--- src/rtl/vbs_pkg.sv ---
package vbs_pkg;
  typedef enum logic [2:0] {
    ST_IDLE,
    ST_ARB,
    ST_ADDR,
    ST_DATA,
    ST_GAP
  } vbs_state_e;

  localparam logic [1:0] SZ_D08 = 2'd0;
  localparam logic [1:0] SZ_D16 = 2'd1;
  localparam logic [1:0] SZ_D32 = 2'd2;
  localparam logic [1:0] SZ_D64 = 2'd3;

  localparam logic KIND_BLK  = 1'b0;
  localparam logic KIND_MBLK = 1'b1;
endpackage

--- src/rtl/vbs_req_check.sv ---
module vbs_req_check
  import vbs_pkg::*;
#(
  parameter int AW = 32,
  parameter int CW = 16
) (
  input  logic          kind_i,
  input  logic [1:0]    size_i,
  input  logic [AW-1:0] addr_i,
  input  logic [CW-1:0] bytes_i,
  output logic          legal_o,
  output logic [3:0]    beat_o
);
  logic       combo_ok;
  logic       addr_ok;
  logic       count_ok;
  logic [3:0] low_mask;

  always_comb begin
    unique case (size_i)
      SZ_D16:  beat_o = 4'd2;
      SZ_D32:  beat_o = 4'd4;
      SZ_D64:  beat_o = 4'd8;
      default: beat_o = 4'd1;
    endcase
  end

  assign low_mask = beat_o - 4'd1;

  always_comb begin
    if (kind_i == KIND_BLK) combo_ok = (size_i == SZ_D16) || (size_i == SZ_D32);
    else                    combo_ok = (size_i == SZ_D64);
  end

  assign addr_ok  = (addr_i[3:0] & low_mask) == 4'd0;
  assign count_ok = (bytes_i != '0) && ((bytes_i[3:0] & low_mask) == 4'd0);
  assign legal_o  = combo_ok && addr_ok && count_ok;
endmodule

--- src/rtl/vbs_addr_gen.sv ---
module vbs_addr_gen #(
  parameter int AW = 32,
  parameter int CW = 16
) (
  input  logic          clk,
  input  logic          rst_n,
  input  logic          load_i,
  input  logic [AW-1:0] addr_i,
  input  logic [CW-1:0] bytes_i,
  input  logic [3:0]    beat_i,
  input  logic          fixed_i,
  input  logic          step_i,
  output logic [AW-1:0] addr_o,
  output logic [AW-1:0] addr_next_o,
  output logic [CW-1:0] rem_o,
  output logic          last_o,
  output logic          fixed_o
);
  logic [3:0]    beat_q;
  logic [AW-1:0] beat_a;
  logic [CW-1:0] beat_c;

  assign beat_a      = {{(AW-4){1'b0}}, beat_q};
  assign beat_c      = {{(CW-4){1'b0}}, beat_q};
  assign addr_next_o = addr_o + beat_a;
  assign last_o      = (rem_o == beat_c);

  always_ff @(posedge clk or negedge rst_n) begin
    if (!rst_n) begin
      addr_o  <= '0;
      rem_o   <= '0;
      beat_q  <= 4'd1;
      fixed_o <= 1'b0;
    end else if (load_i) begin
      addr_o  <= addr_i;
      rem_o   <= bytes_i;
      beat_q  <= beat_i;
      fixed_o <= fixed_i;
    end else if (step_i) begin
      rem_o <= rem_o - beat_c;
      if (!fixed_o) addr_o <= addr_next_o;
    end
  end
endmodule

--- src/rtl/vbs_boundary.sv ---
module vbs_boundary
  import vbs_pkg::*;
#(
  parameter int AW        = 32,
  parameter int BLK_SPAN  = 256,
  parameter int MBLK_SPAN = 2048
) (
  input  logic [AW-1:0] addr_next_i,
  input  logic          kind_i,
  input  logic          fixed_i,
  output logic          edge_o
);
  localparam int BLK_LSB  = $clog2(BLK_SPAN);
  localparam int MBLK_LSB = $clog2(MBLK_SPAN);

  logic blk_edge;
  logic mblk_edge;

  assign blk_edge  = addr_next_i[BLK_LSB-1:0] == '0;
  assign mblk_edge = addr_next_i[MBLK_LSB-1:0] == '0;
  assign edge_o    = !fixed_i && ((kind_i == KIND_MBLK) ? mblk_edge : blk_edge);
endmodule

--- src/rtl/vme_burst_splitter.sv ---
module vme_burst_splitter
  import vbs_pkg::*;
#(
  parameter int AW        = 32,
  parameter int CW        = 16,
  parameter int BLK_SPAN  = 256,
  parameter int MBLK_SPAN = 2048
) (
  input  logic          clk,
  input  logic          rst_n,
  input  logic          req_valid_i,
  output logic          req_ready_o,
  input  logic [AW-1:0] req_addr_i,
  input  logic [CW-1:0] req_bytes_i,
  input  logic          req_kind_i,
  input  logic [1:0]    req_size_i,
  input  logic          req_fixed_i,
  output logic          bus_req_o,
  input  logic          bus_grant_i,
  output logic          as_o,
  output logic          ds_o,
  output logic [AW-1:0] addr_o,
  input  logic          dtack_i,
  input  logic          berr_i,
  output logic          done_o,
  output logic          err_illegal_o,
  output logic          err_berr_o,
  output logic [CW-1:0] rem_bytes_o
);
  vbs_state_e    state_q, state_d;
  logic          legal;
  logic [3:0]    beat;
  logic          accept;
  logic          load;
  logic          step;
  logic          last;
  logic          at_edge;
  logic          fixed_q;
  logic          kind_q;
  logic [AW-1:0] addr_next;

  vbs_req_check #(.AW(AW), .CW(CW)) i_check (
    .kind_i  (req_kind_i),
    .size_i  (req_size_i),
    .addr_i  (req_addr_i),
    .bytes_i (req_bytes_i),
    .legal_o (legal),
    .beat_o  (beat)
  );

  vbs_addr_gen #(.AW(AW), .CW(CW)) i_agen (
    .clk         (clk),
    .rst_n       (rst_n),
    .load_i      (load),
    .addr_i      (req_addr_i),
    .bytes_i     (req_bytes_i),
    .beat_i      (beat),
    .fixed_i     (req_fixed_i),
    .step_i      (step),
    .addr_o      (addr_o),
    .addr_next_o (addr_next),
    .rem_o       (rem_bytes_o),
    .last_o      (last),
    .fixed_o     (fixed_q)
  );

  vbs_boundary #(.AW(AW), .BLK_SPAN(BLK_SPAN), .MBLK_SPAN(MBLK_SPAN)) i_bnd (
    .addr_next_i (addr_next),
    .kind_i      (kind_q),
    .fixed_i     (fixed_q),
    .edge_o      (at_edge)
  );

  assign req_ready_o = (state_q == ST_IDLE);
  assign accept      = req_valid_i && req_ready_o;
  assign load        = accept && legal;
  assign step        = (state_q == ST_DATA) && dtack_i && !berr_i;
  assign bus_req_o   = (state_q != ST_IDLE);
  assign as_o        = (state_q == ST_ADDR) || (state_q == ST_DATA);
  assign ds_o        = (state_q == ST_DATA);

  always_comb begin
    state_d = state_q;
    unique case (state_q)
      ST_IDLE: if (load) state_d = ST_ARB;
      ST_ARB:  if (bus_grant_i) state_d = ST_ADDR;
      ST_ADDR: state_d = ST_DATA;
      ST_DATA: begin
        if (berr_i)           state_d = ST_IDLE;
        else if (dtack_i) begin
          if (last)           state_d = ST_IDLE;
          else if (at_edge)   state_d = ST_GAP;
          else                state_d = ST_ADDR;
        end
      end
      ST_GAP:  state_d = ST_ADDR;
      default: state_d = ST_IDLE;
    endcase
  end

  always_ff @(posedge clk or negedge rst_n) begin
    if (!rst_n) begin
      state_q       <= ST_IDLE;
      kind_q        <= 1'b0;
      done_o        <= 1'b0;
      err_illegal_o <= 1'b0;
      err_berr_o    <= 1'b0;
    end else begin
      state_q       <= state_d;
      if (load) kind_q <= req_kind_i;
      done_o        <= step && last;
      err_illegal_o <= accept && !legal;
      err_berr_o    <= (state_q == ST_DATA) && berr_i;
    end
  end
endmodule

--- config.mk ---
export PLATFORM = sky130hd
export DESIGN_NAME = vme_burst_splitter
export DESIGN_NICKNAME = d
export VERILOG_FILES = /design/src/rtl/vbs_pkg.sv /design/src/rtl/vbs_req_check.sv /design/src/rtl/vbs_addr_gen.sv /design/src/rtl/vbs_boundary.sv /design/src/rtl/vme_burst_splitter.sv
export SDC_FILE = /design/constraint.sdc
export NUM_CORES = 1
export LEC_CHECK = 0
export ABC_AREA = 1
export CAP_MARGIN = 25
export CORE_AREA = 2 2 93 95
export CTS_CLUSTER_SIZE = 30
export DETAILED_ROUTE_END_ITERATION = 10
export DIE_AREA = 0 0 95 97
export PLACE_DENSITY = 0.83
export REMOVE_ABC_BUFFERS = 1
export SLEW_MARGIN = 20
export SYNTH_ARGS = -nofsm -noshare
export SYNTH_HDL_FRONTEND = slang
export SYNTH_SLANG_ARGS = --single-unit
--- constraint.sdc ---
create_clock -name clk -period 3.7 [get_ports clk]
set_input_delay 0.925 -clock clk [delete_from_list [all_inputs] [get_ports clk]]
set_output_delay 0.925 -clock clk [all_outputs]
set_load 0.005 [all_outputs]
# Yosys cells after proc, flatten, opt, wreduce, memory -nomap -nowiden
# Cells that the tools add are included.
# totals
out_inout_bits,55
word_cells,67
regBits,60
input_bits,58
# op_classes
addsub,3
bitwise_logic,2
n_eq_ne,12
reduce_logical,26
mux,15
# op_table
cell,count
two-way mux 32 bit,3
adder 32 x 4 -> 32 bit,1
two-way mux 16 bit,2
two-way mux 3 bit,6
equality test 16 x 4 -> 1 bit,1
nonzero test 16 bit,1
subtractor 16 x 4 -> 16 bit,1
case mux 3 bit (5 select lines),1
case mux 4 bit (3 select lines),1
logical AND 1 bit,11
zero test 11 bit,1
bitwise AND 4 bit,2
zero test 4 bit,2
zero test 8 bit,1
equality test 3 x 2 -> 1 bit (second input constant),2
equality test 2 bit (second input constant),2
inequality test 2 x 1 -> 1 bit (second input constant),2
subtractor 4 x 1 -> 4 bit (second input constant),1
equality test 3 x 1 -> 1 bit (second input constant),1
equality test 3 bit (second input constant),1
zero test 1 bit,3
zero test 3 bit,1
inequality test 3 x 1 -> 1 bit (second input constant),1
AND reduction 3 bit,1
other kinds (7),9

# Depth between registers and ports, before layout
# Gate-level depths: netlist of the first run.
# depth
ltp_word,10
ltp_mapped,15
ltp_nobuf,15

# By module
# A second synthesis of the first run with hierarchy kept.
# hier_totals
hier_cells,723
area_unflattened_um2,4680.7
# by_module_without_submodules
mod,n_inst,area_each_um2,seq_area_each_um2,cells_each
vbs_addr_gen,1,3976.3,1327.5,611
vme_burst_splitter,1,400.4,175.2,49
vbs_req_check,1,237.7,0.0,47
vbs_boundary,1,66.3,0.0,16

# Worst setup path after synthesis of the first run
# Ideal clock, no wire load.
# synth_path
path_type,input to register
from,in req_size_i[0]
to,reg i_agen.addr_o[29]
t_arrival_ps,2302
required_ps,3576
setup_ps,124
n_path_buf,2
setup_slack_ps,1274
path_stages,11
path_cell_list,inv_1 ha_1 o21ai_0 nor2_1 nand2_1 nor3_1 nand3_2 buf_6 buf_2 o211ai_1 nand2_1
# synth_between
elab_chain_len,10
word_cells_on_any_way,19
classes_between,1 x add/sub; 4 x eq/ne; 3 x mux; 2 x bitwise; 9 x reduce/logical
# synth_rtl
element,line_no,text
from (decl),vme_burst_splitter.sv:16,"input logic [1:0] req_size_i,"
equality test 2 bit (tied with other cells),"vbs_req_check.sv:20, vbs_req_check.sv:32",
case mux 4 bit (3 select lines),vbs_req_check.sv:20,unique case (size_i)
subtractor 4 x 1 -> 4 bit,vbs_req_check.sv:28,assign low_mask = beat_o - 4'd1;
"bitwise AND 4 bit, on equally long branches","vbs_req_check.sv:35, vbs_req_check.sv:36",
"zero test 4 bit, on equally long branches","vbs_req_check.sv:35, vbs_req_check.sv:36",
"logical AND 1 bit, on equally long branches","vbs_req_check.sv:37, vbs_req_check.sv:36",
logical AND 1 bit (*),vbs_req_check.sv:37,assign legal_o = combo_ok && addr_ok && count_ok;
logical AND 1 bit (*),vme_burst_splitter.sv:76,assign load = accept && legal;
inequality test 2 x 1 -> 1 bit (no source line) / nonzero test 2 bit (equally long branches),--,
AND reduction 2 bit (no source line),--,
to (signal assigned),vbs_addr_gen.sv:35,addr_o <= addr_i;
to (signal assigned),vbs_addr_gen.sv:41,if (!fixed_o) addr_o <= addr_next_o;
to (decl),vbs_addr_gen.sv:13,"output logic [AW-1:0] addr_o,"
# Every way passes the cells marked *; elsewhere a longest branch is shown, timed or not.
# A chain may end at the register's enable or synchronous reset.

# Final worst setup path of the first run
# layout_path
from,in req_size_i[1]
to,reg i_agen.rem_o[2]
# layout_between
elab_chain_len,9
word_cells_on_any_way,17
classes_between,1 x add/sub; 3 x eq/ne; 3 x mux; 2 x bitwise; 8 x reduce/logical
# layout_rtl
element,line_no,text
equality test 2 bit (tied with other cells),"vbs_req_check.sv:20, vbs_req_check.sv:32",
case mux 4 bit (3 select lines),vbs_req_check.sv:20,
subtractor 4 x 1 -> 4 bit,vbs_req_check.sv:28,
"bitwise AND 4 bit, on equally long branches","vbs_req_check.sv:35, vbs_req_check.sv:36",
"zero test 4 bit, on equally long branches","vbs_req_check.sv:35, vbs_req_check.sv:36",
"logical AND 1 bit, on equally long branches","vbs_req_check.sv:37, vbs_req_check.sv:36",
logical AND 1 bit (*),vbs_req_check.sv:37,
logical AND 1 bit (*),vme_burst_splitter.sv:76,
two-way mux 16 bit / nonzero test 2 bit (equally long branches),--,
to (signal assigned),vbs_addr_gen.sv:36,rem_o <= bytes_i;
to (signal assigned),vbs_addr_gen.sv:40,rem_o <= rem_o - beat_c;
to (decl),vbs_addr_gen.sv:15,"output logic [CW-1:0] rem_o,"
# Marked as above.

==> results.md, run 1 <==
* Seq/Total Area, Yosys at 35.30%
* Mean post-synth cell area at 7.106 µm²
* Setup violators final at 0
* Worst-Margin Slew at 0.4868 ns
* 1st-iter DRT viols at 267
* MaxCap Viol Count at 0
* Routability cong. at 0.9278
* Hold Fails Final Rpt at 0
* Gate Count Post-Synth at 599
* Crit Path Category: in2reg
* Max-slew violations at 0
* HPWL Detailed at 9724 µm
* First-pass GRT wire length at 20,920 µm
* Slowest CP cell: clkdlybuf4s50_1
* Unrepaired setup endpoints after global routing: no
* Port bufs at 112
* Bufs and invs on worst path at 4
* Slowest cell delay on critical path at 0.57 ns
* Pre-antenna DRT Iters at 5
* CTS tree: built
* DRC violations left at 0
* Synth cell types at 41
* Fmax at 0.3181 GHz
* Site Rows at 33
* Peak VDD IR at 0.0003729 V
* Top Family by Delay on Critical Path: buffers and inverters
* Synth Warn # at 0
* Total number of H-tree levels at 3
* Status: finished clean
* Worst EP arrival at 3.36 ns
* Via count at 4,561
* Ports at 113
* CP max FO at 32
* Post_cts resized at 0
* FF/Latch Area at 0.001503 mm²
* CP required at 3.92 ns
* Area used by multi-input combinational logic at 0.002364 mm²
* Final Skew at 0.007269 ns
* Layout filler cell count at 700
* Post-CTS Repair Setup Buffers at 0
* Die ar. at 0.009215 mm²
* Clock sink count at 60
* #FFs+latches synth at 60
* Antenna diodes at 0
* Type of destination of the critical path: flip-flop
* Core Area at 0.008134 mm²
* Hold Buf Count CTS at 0
* Clk buf depth at 2
* Hold Path Class: reg2reg
* CP Cell Sequence: clkdlybuf4s50_1, inv_1, ha_1, o21ai_0, nor2_1, nand2_1, nor3_1, nand3_2, buf_4, nand2_2, inv_1, nand2_1, o211ai_1
* ANT nets after route at 0
* Initial antenna violation count at 0
* Pwr/cell area at 716.8 mW/mm²
* Post-Route WL at 12,750 µm
* Relative slew slack at 67.42%
* Worst-path clk slew at 0.07 ns
* Starting Density at 52.33%
* Fin nets at 785
* Crit start category: primary input
* Post-DR wirelength/cell at 15.53 µm
* Die height at 97 µm
* Vias in the first global route at 4,410
* Grt met1 use at 36.86%
* Clock Latency Late Sink at 0.35 ns
* Total track usage at 28.65%
* Gr busiest metal: met2
* Met2 usage at 48.23%
* Via-to-Cell Ratio at 5.555
* Share of cells above drive strength 1 at 5.866%
* M3 GR Usage at 4.751%
* Crit path time final at 3.144 ns
* Final period util at 84.97%
* CTS root buf: clkbuf_8
* Pleak at 2.558 nW
* Final setup TNS at 0 ns
* Min Hold Slack at 0.4906 ns
* Die width at 95 µm
* Pwr Total at 0.004053 W
* Finished Core Util at 69.51%
* Largest net degree at the start of global routing at 38
* Mapped cell area at 0.004257 mm²
* Synth-to-Final Area Change at 32.83%
* CTS buffer count at 9
* GRT Residual Overflow at 0
-- Yosys cell counts --
cell type  number  share of area (%)
a21boi_0        1               0.18
a21oi_1         4               0.47
a22o_1          1               0.21
a31oi_1         6               0.88
and3_1          1               0.15
and3b_1         1               0.21
buf_2           9                1.1
buf_4           3               0.53
buf_6           3               0.79
clkbuf_1        3               0.26
clkinv_1        1              0.088
dfrtp_1        59                 35
dfstp_2         1               0.62
fa_1            2               0.94
ha_1           13                3.8
inv_1          69                6.1
inv_2           4               0.35
nand2_1       151                 13
nand2_2         2               0.29
nand3_1        44                5.2
nand3_2         1               0.24
nand3b_1        1               0.18
nand4_1        22                3.2
nor2_1         61                5.4
nor2_2          5               0.73
nor3_1         17                2.0
nor3_4          1               0.38
nor3b_1         3               0.53
nor4_1          6               0.88
o211ai_1       18                3.2
o21ai_0        25                2.9
o21ai_1        19                2.2
o21ai_4         1               0.38
o221ai_1        4               0.82
o22ai_1         9                1.3
o311ai_0        1               0.21
or2_0           1               0.15
or2_1           1               0.15
or2_2           3               0.44
xnor2_1         2               0.41
xor2_1         20                4.1
-- logic make-up (layout without fill, tap and decap cells) --
group / after synthesis / in the layout / synth area share (%)
flip-flops: 60 / 60 / 35.30
AND/OR/NAND/NOR: 321 / 321 / 33.42
AO/OA/AOI/OAI: 89 / 89 / 12.82
XOR/XNOR: 22 / 22 / 4.527
adder cells (fa/ha/maj): 15 / 15 / 4.762
buffers and inverters: 92 / 209 / 9.171
-- final cells by class --
class	count	share of cell area, %
Tap cell	105	2.324
Inverter	74	4.913
Clock inverter	5	0.9294
Clock buffer	10	2.434
Sequential cell	60	26.58
Timing Repair Buffer	120	21.02
Multi-Input combinational cell	447	41.80
-- worst min-delay path, cell delays in order, from the launching register on --
cell and delay (ns):
dfrtp_1 0.35, nand2_1 0.06, nand2_1 0.06
-- flip-flops by register name (all words and copies together) (netlist names) --
signal	flops
err_illegal_o	1
done_o	1
i_agen.beat_q	4
state_q	3
i_agen.addr_o	32
i_agen.rem_o	16
kind_q	1
err_berr_o	1
i_agen.fixed_o	1
-- per-stage QoR --
step / cells / instance area (µm²) / worst slack [ns]
final: 821 / 5654 / 0.5560
after global routing: 821 / 5654 / 0.3310
after CTS: 821 / 5654 / 0.5842
after detailed placement: 806 / 5464 / 0.2353
after global placement: 806 / 5464 / 0.3769
after floorplan: 581 / 4144 / 0.1622
-- worst paths after layout --
kind / from / to / slack, ns / cells past startpoint
setup / recovery: req_size_i[1] / i_agen.rem_o[2]$_DFFE_PN0P_ / 0.56 / 13
hold / removal: kind_q$_DFFE_PN0P_ / kind_q$_DFFE_PN0P_ / 0.49 / 2
setup reg to reg: i_agen.addr_o[0]$_DFFE_PN0P_ / state_q[1]$_DFFE_PN0P_ / 1.20 / 14
hold reg to reg: kind_q$_DFFE_PN0P_ / kind_q$_DFFE_PN0P_ / 0.49 / 2
max in group asynchronous: rst_n / i_agen.rem_o[3]$_DFFE_PN0P_ / 2.50 / 2
min in group asynchronous: rst_n / i_agen.addr_o[26]$_DFFE_PN0P_ / 0.50 / 1
-- layout by cell type, fill, tap and decap left out, drive strengths merged, types with 10 or more instances in the layout --
cell type,n
nand4,22
ha,13
nand2,153
clkdlybuf4s50,111
dfrtp,59
o211ai,18
nand3,45
nor3,18
clkbuf,10
inv,73
nor2,66
xor2,20
o21ai,45
-- per-layer routing --
layer	share of wire, %	vias to the layer above
met3	6.5	29
met1	42	2119
met5	0	-
met2	49	186
li1	-	2227
met4	2.4	0
-- report_power, final --
group	leakage [nW]	total (W)	internal, W	switching [W]
registers	0.741	0.00134	0.000942	0.000400
logic	1.72	0.00212	0.00104	0.00107
clock network	0.0979	0.000594	0.000322	0.000272
total	2.56	0.00405	0.00231	0.00175
Note: power is estimated with default switching activity, not from simulation.
==> run 2, diff against run 1 <==
--- a/config.mk
+++ b/config.mk
@@ -7,11 +7,11 @@
 export LEC_CHECK = 0
 export ABC_AREA = 1
 export CAP_MARGIN = 25
-export CORE_AREA = 2 2 93 95
+export CORE_AREA = 2 2 101 103
 export CTS_CLUSTER_SIZE = 30
 export DETAILED_ROUTE_END_ITERATION = 10
-export DIE_AREA = 0 0 95 97
-export PLACE_DENSITY = 0.83
+export DIE_AREA = 0 0 103 105
+export PLACE_DENSITY = 0.74
 export REMOVE_ABC_BUFFERS = 1
 export SLEW_MARGIN = 20
 export SYNTH_ARGS = -nofsm -noshare
==> constraint.sdc (replaced) <==
create_clock -name clk -period 2.65 [get_ports clk]
set_input_delay 0.6625 -clock clk [delete_from_list [all_inputs] [get_ports clk]]
set_output_delay 0.6625 -clock clk [all_outputs]
set_load 0.005 [all_outputs]
==> results.md, run 2 (synthesis gave the netlist of run 1 again) <==
* ANT nets after route at 0 (unchanged)
* Finished Core Util at 61.94% (was 69.51%)
* Type of destination of the critical path: flip-flop (unchanged)
* CTS root buf: clkbuf_8 (unchanged)
* Most common cell after layout, fill and taps aside: nand2_1 (unchanged)
* Final Skew at 0.01472 ns (was 0.007269 ns)
* Clock sink count at 60 (unchanged)
* Largest net degree at the start of global routing at 39 (was 38)
* Fmax at 0.4062 GHz
* Vias in the first global route at 4,571 (was 4,410)
* Non-Filler Instances at 874 (was 821)
* Total track usage at 24.68% (was 28.65%)
* Post-Route WL at 12,960 µm (was 12,750 µm)
* MaxCap Viol Count at 0 (unchanged)
* Worst-path clk slew at 0.07 ns (about the same)
* Largest reg by FF count: i_agen.addr_o (unchanged)
* CTS buffer count at 9 (unchanged)
* Reg2reg start: i_agen.addr_o[0]$_DFFE_PN0P_ (unchanged)
* CP Cell Sequence: ha_1, fa_1, nand3_1, nand3_1, nand2_1, nand2_1, nand2_1, nand3_1, nor2_1, nand2_1, nand3_1, nand3_1, nand2_1, nand2_1 (was clkdlybuf4s50_1, inv_1, ha_1, o21ai_0, nor2_1, nand2_1, nor3_1, nand3_2, buf_4, nand2_2, inv_1, nand2_1, o211ai_1)
* Layout filler cell count at 908 (was 700)
* Slowest cell delay on critical path at 0.45 ns (was 0.57 ns)
* R2R setup slack at 0.19 ns (was 1.20 ns)
* Pleak at 2.738 nW (was 2.558 nW)
* Hold Fails Final Rpt at 0 (unchanged)
* Final period util at 92.89%
* Crit path time final at 2.462 ns
* Pwr Total at 0.005730 W (was 0.004053 W)
* DP Cell Count at 858 (was 806)
* Most frequent cells in the layout: nand2_1, clkdlybuf4s50_1, inv_1 (unchanged)
* Die ar. at 0.01082 mm² (was 0.009215 mm²)
* Crit Reg-Reg Endpoint: state_q[1]$_DFFE_PN0P_ (unchanged)
* Slowest CP cell: fa_1 (was clkdlybuf4s50_1)
* CP required at 2.89 ns (was 3.92 ns)
* Setup violators final at 0 (unchanged)
* Total number of H-tree levels at 3 (unchanged)
* Synth-to-Final Area Change at 40.27% (was 32.83%)
* Peak VDD IR at 0.0005066 V (was 0.0003729 V)
* Clk buf depth at 2 (unchanged)
* Port bufs at 112 (unchanged)
* Top cell by count, worst path: nand2_1
* Ports at 113 (unchanged)
* Status: finished clean (unchanged)
* Crit start category: flip-flop (was primary input)
* Pre-antenna DRT Iters at 6 (was 5)
* Via-to-Cell Ratio at 5.325 (was 5.555)
* CP max FO at 8 (was 32)
* R2r worst-path depth at 14 (unchanged)
* Hold Path Class: in2async (was reg2reg)
* First-pass GRT wire length at 21,130 µm (was 20,920 µm)
* Post-DR wirelength/cell at 14.82 µm (was 15.53 µm)
* Routability cong. at 0.9373 (was 0.9278)
* Core Area at 0.009639 mm² (was 0.008134 mm²)
* Clock Latency Late Sink at 0.35 ns (about the same)
* Site Rows at 36 (was 33)
* Worst-Margin Slew at 0.5652 ns (was 0.4868 ns)
* Starting Density at 44.16% (was 52.33%)
* Relative slew slack at 62.32% (was 67.42%)
* Max-slew violations at 0 (unchanged)
* DRC violations left at 0 (unchanged)
* CTS tree: built (unchanged)
* Via count at 4,654 (was 4,561)
* Die width at 103 µm (was 95 µm)
* Pwr/cell area at 959.6 mW/mm² (was 716.8 mW/mm²)
* Worst EP arrival at 2.71 ns (was 3.36 ns)
* Fin nets at 810 (was 785)
* HPWL Detailed at 10,030 µm (was 9724 µm)
* Share of cells above drive strength 1 at 9.312% (was 5.866%)
* Crit Path Category: reg2reg (was in2reg)
* 1st-iter DRT viols at 239 (was 267)
* GRT Residual Overflow at 0 (unchanged)
* Max FFs per register at 32 (unchanged)
* Regs by FF count: i_agen.addr_o x32, i_agen.rem_o x16, i_agen.beat_q x4 (unchanged)
* Initial antenna violation count at 0 (unchanged)
* Die height at 105 µm (was 97 µm)
* Antenna diodes at 0 (unchanged)
[run 2: cell count changes in the layout (fill, tap and decap cells not counted), moves of 2 or more]
cell	delta
buf_4	+20
buf_12	+5
clkdlybuf4s50_1	-2
dlymetal6s2s_1	+2
[run 2: worst max-delay path by stage]
stage                            startpoint                       endpoint  slack [ns]  cells past startpoint
2_1_floorplan                 req_size_i[0]  i_agen.addr_o[12]$_DFFE_PN0P_       -0.63                     10
3_3_place_gp                  req_size_i[1]   i_agen.addr_o[3]$_DFFE_PN0P_       -0.29                     12
3_5_place_dp                  req_size_i[1]  i_agen.addr_o[28]$_DFFE_PN0P_       -0.38                     13
4_1_cts                       req_size_i[1]  i_agen.addr_o[28]$_DFFE_PN0P_        0.08                     13
5_1_grt        i_agen.addr_o[0]$_DFFE_PN0P_  i_agen.addr_o[18]$_DFFE_PN0P_      -0.003                     11
6_report       i_agen.addr_o[0]$_DFFE_PN0P_         state_q[1]$_DFFE_PN0P_        0.19                     14
[run 2: area by class of cell]
class	count	area [µm²]	share of cell area (%)
Tap cell	133	166.4	2.787
Timing Repair Buffer	145	1444	24.18
Clock buffer	11	151.4	2.536
Sequential cell	60	1503	25.17
Inverter	74	277.8	4.652
Clock inverter	4	48.80	0.8173
Multi-Input combinational cell	447	2380	39.86
[run 2: per-stage QoR]
stage,hold slack [ns],worst slack [ns],setup TNS (ns),area (µm²)
2_1_floorplan,0.3669,-0.6253,-21.36,4144
6_report,0.2988,0.1883,0,5971
3_3_place_gp,0.4682,-0.2880,-12.79,5742
3_5_place_dp,0.4792,-0.3785,-18.07,5742
5_1_grt,0.3378,-0.002785,-0.002785,5971
4_1_cts,0.3097,0.08492,0,5947
[run 2: timing repair]
item	4_1_cts	5_1_grt
setup buffers	0	1
endpoints found under the setup margin	9	34
hold buffers	0	0
pin swaps	0	1
resized for setup	1	4
[run 2: critical path, delay by kind of cell, from the launching register on]
kind / cells / cell delay, ns
DFF: 1 / 0.41
and+or+nand+nor: 12 / 1.24
adders and majority gates: 2 / 0.70
[run 2: power by group]
group	internal [W]	switching [W]
clock network	0.000479	0.000383
registers	0.00132	0.000559
logic	0.00150	0.00149
total	0.00329	0.00244
[run 2: layer usage]
layer / global-route usage, % / wire [µm]
met5: 0 / 0
met4: 9.117 / 292
met3: 3.679 / 1044
met2: 41.42 / 6232
met1: 31.72 / 5385
==> run 3, diff against run 2 <==
--- a/config.mk
+++ b/config.mk
@@ -7,11 +7,12 @@
 export LEC_CHECK = 0
 export ABC_AREA = 1
 export CAP_MARGIN = 25
-export CORE_AREA = 2 2 101 103
+export CORE_AREA = 2 2 82 99
 export CTS_CLUSTER_SIZE = 30
 export DETAILED_ROUTE_END_ITERATION = 10
-export DIE_AREA = 0 0 103 105
-export PLACE_DENSITY = 0.74
+export DIE_AREA = 0 0 84 101
+export DONT_BUFFER_PORTS = 1
+export PLACE_DENSITY = 0.73
 export REMOVE_ABC_BUFFERS = 1
 export SLEW_MARGIN = 20
 export SYNTH_ARGS = -nofsm -noshare
==> results.md, run 3 (synthesis gave the netlist of run 1 again) <==
* Synth-to-Final Area Change at 8.936% (was 40.27%)
* Die height at 101 µm (was 105 µm)
* Non-Filler Instances at 704 (was 874)
* Total track usage at 30.10% (was 24.68%)
* CP Cell Sequence: ha_1, fa_1, nor2_1, nand2_1, nor2_1, nand3_1, nor2_1, nand3_1, nor2_1, nand2_1, nand3_1, nand3_1, nand2_1, nand2_1 (was ha_1, fa_1, nand3_1, nand3_1, nand2_1, nand2_1, nand2_1, nand3_1, nor2_1, nand2_1, nand3_1, nand3_1, nand2_1, nand2_1)
* Layout filler cell count at 702 (was 908)
* Initial antenna violation count at 0 (unchanged)
* ANT nets after route at 0 (unchanged)
* CTS buffer count at 9 (unchanged)
* Post-DR wirelength/cell at 17.21 µm (was 14.82 µm)
* Most common cell after layout, fill and taps aside: nand2_1 (unchanged)
* Regs by FF count: i_agen.addr_o x32, i_agen.rem_o x16, i_agen.beat_q x4 (unchanged)
* Final period util at 89.51% (was 92.89%)
* HPWL Detailed at 9084 µm (was 10,030 µm)
* Worst EP arrival at 2.61 ns (was 2.71 ns)
* Relative slew slack at 47.96% (was 62.32%)
* Unrepaired setup endpoints after global routing: no
* Hold Path Class: in2async (unchanged)
* Share of cells above drive strength 1 at 7.516% (was 9.312%)
* Die width at 84 µm (was 103 µm)
* Finished Core Util at 61.21% (was 61.94%)
* Max FFs per register at 32 (unchanged)
* Design area at 0.004637 mm² (was 0.005971 mm²)
* Vias in the first global route at 4,148 (was 4,571)
* Fmax at 0.4216 GHz (was 0.4062 GHz)
* Max-slew violations at 0 (unchanged)
* Slowest cell delay on critical path at 0.57 ns (was 0.45 ns)
* Die ar. at 0.008484 mm² (was 0.01082 mm²)
* Via-to-Cell Ratio at 5.838 (was 5.325)
* Clock sink count at 60 (unchanged)
* Via count at 4,110 (was 4,654)
* Pre-antenna DRT Iters at 4 (was 6)
* Site Rows at 35 (was 36)
* Min Hold Slack at 0.1255 ns (was 0.2988 ns)
* Post-Route WL at 12,120 µm (was 12,960 µm)
* Most frequent cells in the layout: nand2_1, inv_1, nor2_1 (was nand2_1, clkdlybuf4s50_1, inv_1)
* 1st-iter DRT viols at 232 (was 239)
* Worst-Margin Slew at 0.7780 ns (was 0.5652 ns)
* Pwr/cell area at 1053 mW/mm² (was 959.6 mW/mm²)
* GRT Residual Overflow at 0 (unchanged)
* MaxCap Viol Count at 0 (unchanged)
* Slowest CP cell: dfstp_2 (was fa_1)
* Crit start category: flip-flop (unchanged)
* Type of destination of the critical path: flip-flop (unchanged)
* Crit Path Category: reg2reg (unchanged)
* Clk buf depth at 2 (unchanged)
* Pleak at 2.187 nW (was 2.738 nW)
* Largest reg by FF count: i_agen.addr_o (unchanged)
* Placement Cell Area at 0.004379 mm² (was 0.005742 mm²)
* Crit path time final at 2.372 ns (was 2.462 ns)
* Routability cong. at 0.9167 (was 0.9373)
* Ports at 113 (unchanged)
* Setup violators final at 0 (unchanged)
* CP required at 2.89 ns (about the same)
* Core Area at 0.007576 mm² (was 0.009639 mm²)
* Status: finished clean (unchanged)
* First-pass GRT wire length at 20,230 µm (was 21,130 µm)
* Worst slack, placed at 0.1288 ns (was -0.3785 ns)
* Clock Latency Late Sink at 0.35 ns (about the same)
* Antenna diodes at 0 (unchanged)
* Port bufs at 0 (was 112)
* Worst-path clk slew at 0.07 ns (about the same)
* CP max FO at 3 (was 8)
* CTS root buf: clkbuf_8 (unchanged)
* DP Cell Count at 684 (was 858)
* Starting Density at 56.18% (was 44.16%)
* CTS tree: built (unchanged)
* Largest net degree at the start of global routing at 33 (was 39)
* Total number of H-tree levels at 3 (unchanged)
* Final setup margin at 0.2780 ns (was 0.1883 ns)
* Fin nets at 680 (was 810)
* Hold Fails Final Rpt at 0 (unchanged)
* Final Skew at 0.006419 ns (was 0.01472 ns)
* DRC violations left at 0 (unchanged)
* Peak VDD IR at 0.0006437 V (was 0.0005066 V)
[run 3: power breakdown]
| group | internal, W | switching [W] |
|---|---|---|
| clock network | 0.000483 | 0.000380 |
| logic | 0.000804 | 0.00128 |
| registers | 0.00132 | 0.000625 |
| total | 0.00260 | 0.00228 |
[run 3: area by class of cell]
| cell class | instances | area [µm²] | share of cell area (%) |
|---|---|---|---|
| multi-input combinational | 447 | 2369 | 51.08 |
| sequential | 60 | 1503 | 32.41 |
| inverter | 74 | 277.8 | 5.990 |
| timing repair buffer | 15 | 170.2 | 3.670 |
| clock buffer | 12 | 155.1 | 3.346 |
| tap | 92 | 115.1 | 2.482 |
| clock inverter | 4 | 47.55 | 1.025 |
[run 3: what timing repair did]
action                                 in CTS  in global routing
setup buffers                               0                  0
endpoints found under the hold margin      26                 15
hold buffers                                2                  2
setup endpoints to repair                   0                  1
resized for setup                           0                  1
[run 3: worst paths after layout]
path,from,endpoint,slack (ns),depth (start not counted)
min reg2reg,kind_q$_DFFE_PN0P_,kind_q$_DFFE_PN0P_,0.50,2
min,rst_n,i_agen.addr_o[19]$_DFFE_PN0P_,0.13,1
max reg2reg,i_agen.beat_q[0]$_DFFE_PN1P_,state_q[1]$_DFFE_PN0P_,0.28,14
max,i_agen.beat_q[0]$_DFFE_PN1P_,state_q[1]$_DFFE_PN0P_,0.28,14
min in group clk,berr_i,err_berr_o$_DFF_PN0_,0.41,2
max in group asynchronous,rst_n,i_agen.rem_o[8]$_DFFE_PN0P_,1.32,1
[run 3: routing by layer]
metal  global-route usage [%]  vias up  share of wire [%]
met3                    9.009       30                7.9
met4                    14.76        0                2.9
li1                         -     2016                  -
met1                    33.16     1916                 38
met5                        0        -                  0
met2                    52.98      148                 51
[run 3: critical path: cells and delay by family (launching register included)]
family / cells / cell delay [ns]
simple gates: 12 / 1.03
fa+ha+maj: 2 / 0.68
flops: 1 / 0.57
[run 3: through the flow]
stage          power, W  TNS [ns]
5_1_grt        0.005359         0
3_5_place_dp   0.003986         0
3_3_place_gp   0.003921         0
6_report       0.004883         0
2_1_floorplan  0.003410    -21.36
4_1_cts        0.004876         0
